==> config.mk <==
export PLATFORM = sky130hd
export DESIGN_NAME = dbrf_top
export DESIGN_NICKNAME = d
export VERILOG_FILES = /design/src/rtl/dbrf_pkg.sv /design/src/rtl/dbrf_port_ctl.sv /design/src/rtl/dbrf_bank.sv /design/src/rtl/dbrf_top.sv
export SDC_FILE = /design/constraint.sdc
export NUM_CORES = 1
export LEC_CHECK = 0
export ABC_AREA = 1
export BUFFER_PORTS_ARGS = -buffer_cell sky130_fd_sc_hd__buf_2
export CAP_MARGIN = 20
export CORE_AREA = 2 2 171 189
export CTS_CLUSTER_DIAMETER = 60
export CTS_CLUSTER_SIZE = 40
export DETAILED_ROUTE_END_ITERATION = 7
export DIE_AREA = 0 0 173 191
export PLACE_DENSITY = 0.83
export SYNTH_ARGS = -nofsm -noshare
export SYNTH_HDL_FRONTEND = slang
export SYNTH_SLANG_ARGS = --single-unit
==> constraint.sdc <==
create_clock -name clk -period 2.4 [get_ports clk]
set_clock_uncertainty 0.05 [all_clocks]
set_input_delay 0.12 -clock clk [delete_from_list [all_inputs] [get_ports clk]]
set_output_delay 0.12 -clock clk [all_outputs]
set_load 0.01 [all_outputs]
==> src/rtl/dbrf_pkg.sv <==
package dbrf_pkg;

    // Per-bus operating mode decoded from the two strobes.
    typedef enum logic [1:0] {
        PM_IDLE    = 2'b00,
        PM_CAPTURE = 2'b01,
        PM_EMIT    = 2'b10,
        PM_LOOP    = 2'b11
    } port_mode_e;

    function automatic logic mode_writes(port_mode_e m);
        return (m == PM_CAPTURE) || (m == PM_LOOP);
    endfunction

    function automatic logic mode_drives(port_mode_e m);
        return (m == PM_EMIT) || (m == PM_LOOP);
    endfunction

endpackage

==> src/rtl/dbrf_port_ctl.sv <==
module dbrf_port_ctl
    import dbrf_pkg::*;
#(
    parameter int DW = 16
) (
    input  logic          rst_n,
    input  logic          load,
    input  logic          drive,
    input  logic [DW-1:0] rd_data,
    output logic          wr_en,
    output logic          oe,
    output logic [DW-1:0] out_data
);

    port_mode_e mode;

    // Mode decode: reset forces the bus released and loads blocked.
    always_comb begin
        if (!rst_n) begin
            mode = PM_IDLE;
        end else begin
            unique case ({drive, load})
                2'b00:   mode = PM_IDLE;
                2'b01:   mode = PM_CAPTURE;
                2'b10:   mode = PM_EMIT;
                default: mode = PM_LOOP;
            endcase
        end
    end

    // Outputs from mode.
    always_comb begin
        wr_en    = mode_writes(mode);
        oe       = mode_drives(mode);
        out_data = oe ? rd_data : '0;
    end

endmodule

==> src/rtl/dbrf_bank.sv <==
module dbrf_bank #(
    parameter int NREG = 16,
    parameter int DW   = 16,
    localparam int AW  = $clog2(NREG)
) (
    input  logic          clk,
    input  logic          a_we,
    input  logic [AW-1:0] a_wsel,
    input  logic [DW-1:0] a_wdata,
    input  logic          b_we,
    input  logic [AW-1:0] b_wsel,
    input  logic [DW-1:0] b_wdata,
    input  logic [AW-1:0] a_rsel,
    input  logic [AW-1:0] b_rsel,
    output logic [DW-1:0] a_rdata,
    output logic [DW-1:0] b_rdata
);

    logic [DW-1:0] regs [NREG];

    // One storage word per register; no reset, bus B has write priority.
    for (genvar g = 0; g < NREG; g++) begin : g_word
        logic hit_a;
        logic hit_b;
        assign hit_a = a_we && (a_wsel == AW'(g));
        assign hit_b = b_we && (b_wsel == AW'(g));
        always_ff @(posedge clk) begin
            if (hit_b) begin
                regs[g] <= b_wdata;
            end else if (hit_a) begin
                regs[g] <= a_wdata;
            end
        end
    end

    assign a_rdata = regs[a_rsel];
    assign b_rdata = regs[b_rsel];

endmodule

==> src/rtl/dbrf_top.sv <==
module dbrf_top #(
    parameter int NREG = 16,
    parameter int DW   = 16,
    localparam int AW  = $clog2(NREG)
) (
    input  logic          clk,
    input  logic          rst_n,
    input  logic [AW-1:0] a_sel,
    input  logic          a_load,
    input  logic          a_drive,
    input  logic [DW-1:0] a_in,
    output logic [DW-1:0] a_out,
    output logic          a_oe,
    input  logic [AW-1:0] b_sel,
    input  logic          b_load,
    input  logic          b_drive,
    input  logic [DW-1:0] b_in,
    output logic [DW-1:0] b_out,
    output logic          b_oe
);

    logic          a_we;
    logic          b_we;
    logic [DW-1:0] a_rd;
    logic [DW-1:0] b_rd;

    dbrf_port_ctl #(.DW(DW)) u_ctl_a (
        .rst_n    (rst_n),
        .load     (a_load),
        .drive    (a_drive),
        .rd_data  (a_rd),
        .wr_en    (a_we),
        .oe       (a_oe),
        .out_data (a_out)
    );

    dbrf_port_ctl #(.DW(DW)) u_ctl_b (
        .rst_n    (rst_n),
        .load     (b_load),
        .drive    (b_drive),
        .rd_data  (b_rd),
        .wr_en    (b_we),
        .oe       (b_oe),
        .out_data (b_out)
    );

    dbrf_bank #(.NREG(NREG), .DW(DW)) u_bank (
        .clk     (clk),
        .a_we    (a_we),
        .a_wsel  (a_sel),
        .a_wdata (a_in),
        .b_we    (b_we),
        .b_wsel  (b_sel),
        .b_wdata (b_in),
        .a_rsel  (a_sel),
        .b_rsel  (b_sel),
        .a_rdata (a_rd),
        .b_rdata (b_rd)
    );

endmodule

* Word-level counts from Yosys, hierarchy flattened
Memories as Yosys holds them, arrays and structs flattened.
Index checks and enable logic that the tools add are counted.
** Storage, ports and cells
- Bits in registers :: 0
- Bits in writable memories :: 256
- Output and inout port bits :: 34
- Word-level logic and storage cells :: 199
- Memories :: 1
** Cells by class
- Equal/unequal tests :: 40
- Muxes and demuxes :: 102
- Bitwise operators :: 16
- Reduce and logical (&&, ||, !) cells :: 40
** Memory list
- u_bank.regs :: depth 16, bits a word 16, read ports 2, clocked after Yosys merged registers in 0, write ports 16, RTL line dbrf_bank.sv:19 : logic [DW-1:0] regs [NREG];
** Operators with widths (number)
- 16-bit two-way mux :: 18
- 1-bit two-way mux :: 80
- 4-bit == test (second input constant) :: 16
- 4-bit by 3-bit == test with 1-bit output (second input constant) :: 8
- 1-bit logical AND :: 32
- 4-bit by 2-bit == test with 1-bit output (second input constant) :: 4
- 1-bit OR :: 16
- 2-bit == test (second input constant) :: 6
- 2-bit one-hot mux with 3 select lines :: 2
- 2-bit by 1-bit == test with 1-bit output (second input constant) :: 4
- 4-bit by 1-bit == test with 1-bit output (second input constant) :: 2
- 4-bit logical NOT :: 2
- 2-bit logical NOT :: 2
- 1-bit logical OR :: 4
- 2-bit two-way mux :: 2

* Depth between registers and ports, before layout
- Depth in word-level cells :: 10
- Depth in mapped cells :: 11
- Depth with buffers taken out :: 8

* Hierarchy
Synthesis repeated with hierarchy kept, for this count alone.
** Second synthesis, totals
- Cells, all modules :: 2413
- Area, all modules :: 16932.5 um2
** Modules (own cells, without submodules)
- dbrf_bank :: times used 1, cells an instance 2339, area each 16634.7 um2, sequential area each 7687.4 um2
- dbrf_port_ctl :: times used 2, cells an instance 37, area each 148.9 um2, sequential area each 0.0 um2

* Least setup slack after synthesis
No wires, ideal clock.
- Path type :: input -> register
- Start point :: input port a_sel[1]
- End point :: memory u_bank.regs[10][0], enable pin
- Setup time :: 0.411 ns
- Arrival :: 1.878 ns
- Setup slack :: 0.061 ns
- Stages :: 6
- Path buffers :: 2
- Cell sequence :: buf_4 -> inv_4 -> nor2_2 -> buf_4 -> nand2_1 -> o21ai_0
** RTL lines
- start, declared :: RTL line dbrf_top.sv:8 : input logic [AW-1:0] a_sel,
- end, declared :: RTL line dbrf_bank.sv:19

* Final worst setup path
- Start point :: input port b_sel[0]
- End point :: output port b_out[5]
** Between the ends
- Word-level cells in the longest chain between the ends :: 2
** RTL lines
- start, declared :: RTL line dbrf_top.sv:14 : input logic [AW-1:0] b_sel,
- memory 16 x 16 bit
- 16-bit two-way mux :: RTL line dbrf_port_ctl.sv:35 : out_data = oe ? rd_data : '0;
- end, declared :: RTL line dbrf_top.sv:18 : output logic [DW-1:0] b_out,
Every way passes these cells.

==> qor.tcl <==
set qor(tritoncts) {yes}
set qor(min-delay-path-class) {input port to flop}
set qor(min_period_ns) 2.15
set qor(final_layout_size_suffix_gt1_share_pct) 9.71
set qor(largestRegisters) {u_bank.regs: 256 flops}
set qor(cts_clock_pin_slew_for_the_worst_setup_and_hold_paths_ns) 0.09
set qor(status) {complete, but fails checks}
set qor(postSynth.asyncResetShare_pct) 0
set qor(synth_to_layout_area_growth_pct) 9.26
set qor(core.rowCount) 68
set qor(finish.utilization_pct) 59.2
set qor(post_synth_instance_area_mm2) 0.0169
set qor(place_inst) 2898
set qor(vias_per_cell) 5.79
set qor(finish.cell_count_without_fillers) 2934
set qor(first_pass_grt_wire_length_mm) 88.0
set qor(unrepaired_setup_endpoints_after_global_routing) {no}
set qor(drv_cap) 0
set qor(critical_path.max_stage_delay_ns) 0.28
set qor(root_buffer_cell) {sky130_fd_sc_hd__clkbuf_16}
set qor(number_of_antenna_violations_at_the_first_check_in_global_routing) 0
set qor(synth_edf_count) 256
set qor(max_freq_ghz) 0.465
set qor(worstHoldEndpoint) {u_bank.regs[13][11]$_DFFE_PP_}
set qor(layout.filler_cells) 2856
set qor(ir_drop_v) 0.000726
set qor(drt_first_iter_violations) 2340
set qor(vias) 16979
set qor(h-tree-depth) 1
set qor(gp_congestion) 0.967
set qor(design.die.area_mm2) 0.0330
set qor(syn-instance-count) 2497
set qor(violations) {DRC}
set qor(end_kind) {output pin}
set qor(critical_path.cell_chain) {buf_2, inv_4, nand2_2, buf_4, nor2_1, nor2_1, nand2_1, nand2_1, nand2_1, nor2_1, buf_2}
set qor(yosys_warnings) 0
set qor(floorplan.die.height_um) 191
set qor(coreArea_mm2) 0.0311
set qor(quantity_of_hold_fixing_buffers_added_after_cts) 0
set qor(critPathKind) {input port to output pin}
set qor(synth_common_cells) {1181 x sky130_fd_sc_hd__nand2_1, 311 x sky130_fd_sc_hd__nor2_1, 256 x sky130_fd_sc_hd__edfxtp_1, 193 x sky130_fd_sc_hd__inv_1, 149 x sky130_fd_sc_hd__o21ai_0}
set qor(worst_ep_arrival_time_ns) 1.98
set qor(syn-num-nets) 2543
set qor(fin_tns_setup_ns) 0
set qor(slowest_library_cell_on_the_worst_path) {sky130_fd_sc_hd__buf_4}
set qor(cts.sinks) 256
set qor(setup_viol) 0
set qor(io_buffers) 79
set qor(dieWidth_um) 173
set qor(post-synth-top-count-cell) {sky130_fd_sc_hd__nand2_1}
set qor(critical_path.max_fanout) 17
set qor(first_global_vias) 16280
set qor(synth_area_per_cell_um2) 6.76
set qor(cts-buffers-inserted) 19
set qor(post_dp_cell_area_mm2) 0.0177
set qor(finalHoldViolations) 0
set qor(holdCritStartpoint) {b_in[11]}
set qor(seq_area_frac_synth_pct) 45.6
set qor(remaining_max_slew_budget_at_the_tightest_pin_pct) 29.7
set qor(yosysTopAreaCellShare_pct) 45.6
set qor(registers.top_by_ff_count) {u_bank.regs}
set qor(finalInstanceArea_mm2) 0.0184
set qor(power_density_mw_per_mm2) 553
set qor(ys_top_cells_by_area) {sky130_fd_sc_hd__edfxtp_1 46%, sky130_fd_sc_hd__nand2_1 26%, sky130_fd_sc_hd__nor2_1 6.9%, sky130_fd_sc_hd__o21ai_0 4.4%, sky130_fd_sc_hd__inv_1 4.3%}
set qor(post_synthesis_cell_type_with_the_largest_combined_area) {sky130_fd_sc_hd__edfxtp_1}
set qor(start_kind) {input port}
set qor(synthDistinctLibCells) 24
set qor(remaining_drc_errors) 14
set qor(yosys_register_bits) 256
set qor(drt_first_pass_iters) 8
set qor(max_slew.worst_pin.slew_ns) 1.05
set qor(largest_reg_flops) 256
set qor(grt_remaining_overflow) 0
set qor(hpwl_mm) 37.7
set qor(grt_max_degree) 59
set qor(nets) 2548
set qor(post-cts-setup-buffer-count) 0
set qor(num_io_pins) 80
set qor(synth_flop_cell) {sky130_fd_sc_hd__edfxtp_1}
set qor(grt_use_total_pct) 34.6
set qor(final_max_slew_viol_count) 0
set qor(post_cts.resized_instances) 0
set qor(antenna_cells) 0
set qor(timing.hold.worst_path_depth) 3
set qor(clockBufferDepth) 3
set qor(post-route-period-util_pct) 89.5
set qor(detail_route.wirelength_mm) 58.0
set qor(antenna_violating_nets_post_route) 0
set qor(p_leak_nw) 9.22
set qor(wire_per_inst_um) 19.8
set qor(initial_core_util_pct) 54.2
set qor(worst-endpoint-required_ns) 2.23
-- placed cells by master (no fill, tap or decap), types with 2 or more instances in the layout --
| master | instances |
|---|---|
| sky130_fd_sc_hd__nand2_1 | 1181 |
| sky130_fd_sc_hd__nor2_1 | 310 |
| sky130_fd_sc_hd__edfxtp_1 | 256 |
| sky130_fd_sc_hd__inv_1 | 193 |
| sky130_fd_sc_hd__o21ai_1 | 144 |
| sky130_fd_sc_hd__o21ai_0 | 133 |
| sky130_fd_sc_hd__buf_2 | 78 |
| sky130_fd_sc_hd__buf_4 | 72 |
| sky130_fd_sc_hd__nand3_1 | 32 |
| sky130_fd_sc_hd__clkbuf_16 | 19 |
| sky130_fd_sc_hd__o21ai_2 | 16 |
| sky130_fd_sc_hd__a21oi_1 | 14 |
| sky130_fd_sc_hd__nand2_2 | 13 |
| sky130_fd_sc_hd__buf_12 | 11 |
| sky130_fd_sc_hd__clkinv_1 | 6 |
| sky130_fd_sc_hd__nor2_2 | 6 |
| sky130_fd_sc_hd__clkinv_8 | 4 |
| sky130_fd_sc_hd__clkinv_4 | 2 |
| sky130_fd_sc_hd__nand3_2 | 2 |
| sky130_fd_sc_hd__nand4_4 | 2 |
| sky130_fd_sc_hd__nand4_2 | 2 |
| sky130_fd_sc_hd__inv_2 | 2 |
| sky130_fd_sc_hd__inv_4 | 2 |
| sky130_fd_sc_hd__inv_16 | 2 |
| sky130_fd_sc_hd__clkinv_2 | 2 |
| sky130_fd_sc_hd__buf_8 | 2 |
-- kinds of logic after synthesis --
kind of cell	Yosys count	synth area share (%)
AOI/OAI and AO/OA	307	9.11
buffers and inverters	384	9.85
DFF	256	45.6
and+or+nand+nor	1550	35.5
-- metal layers --
metal	wire length (um)	vias to the layer above	track usage (%)
li1	-	7790	-
met1	19600	7608	41.8
met2	26700	1280	57.2
met3	7650	301	6.05
met4	4080	0	22.8
met5	0	-	0
-- worst max-delay path: cells and delay by family --
family                 cells  cell delay [ns]
buffers and inverters      4             0.86
and+or+nand+nor            7             0.99
-- through the flow --
stage | power, mW | setup slack, ns | hold WS [ns]
6_report | 10.2 | 0.251 | 0.0844
5_1_grt | 10.5 | 0.201 | 0.0864
4_1_cts | 10.1 | 0.375 | 0.0674
3_5_place_dp | 6.70 | 0.258 | 0.477
3_3_place_gp | 6.65 | 0.394 | 0.469
2_1_floorplan | 6.17 | 0.0611 | 0.360
-- layout make-up --
class                      count  area (um2)  area share [%]
timing repair buffer         164        1190            6.47
tap                          420         526            2.85
sequential                   256        7690            41.7
inverter                     204         776            4.21
clock inverter                13         189            1.02
multi-input combinational   1857        7590            41.2
clock buffer                  20         479            2.60
-- how the worst max path moves through the flow --
stage	cells past startpoint	to	startpoint	slack, ns
after floorplan	6	u_bank.regs[10][0]$_DFFE_PP_	a_sel[1]	0.06
after global placement	8	u_bank.regs[2][9]$_DFFE_PP_	a_sel[3]	0.39
after detailed placement	8	u_bank.regs[2][9]$_DFFE_PP_	a_sel[2]	0.26
after CTS	11	b_out[5]	b_sel[1]	0.37
after global routing	11	b_out[5]	b_sel[0]	0.20
final	11	b_out[5]	b_sel[0]	0.25
-- report_power, final --
group	switching, mW	internal [mW]
combinational	1.14	0.455
sequential	0.0385	5.03
clock	1.84	1.69
total	3.02	7.17
Note: power is estimated with default switching activity, not from simulation.
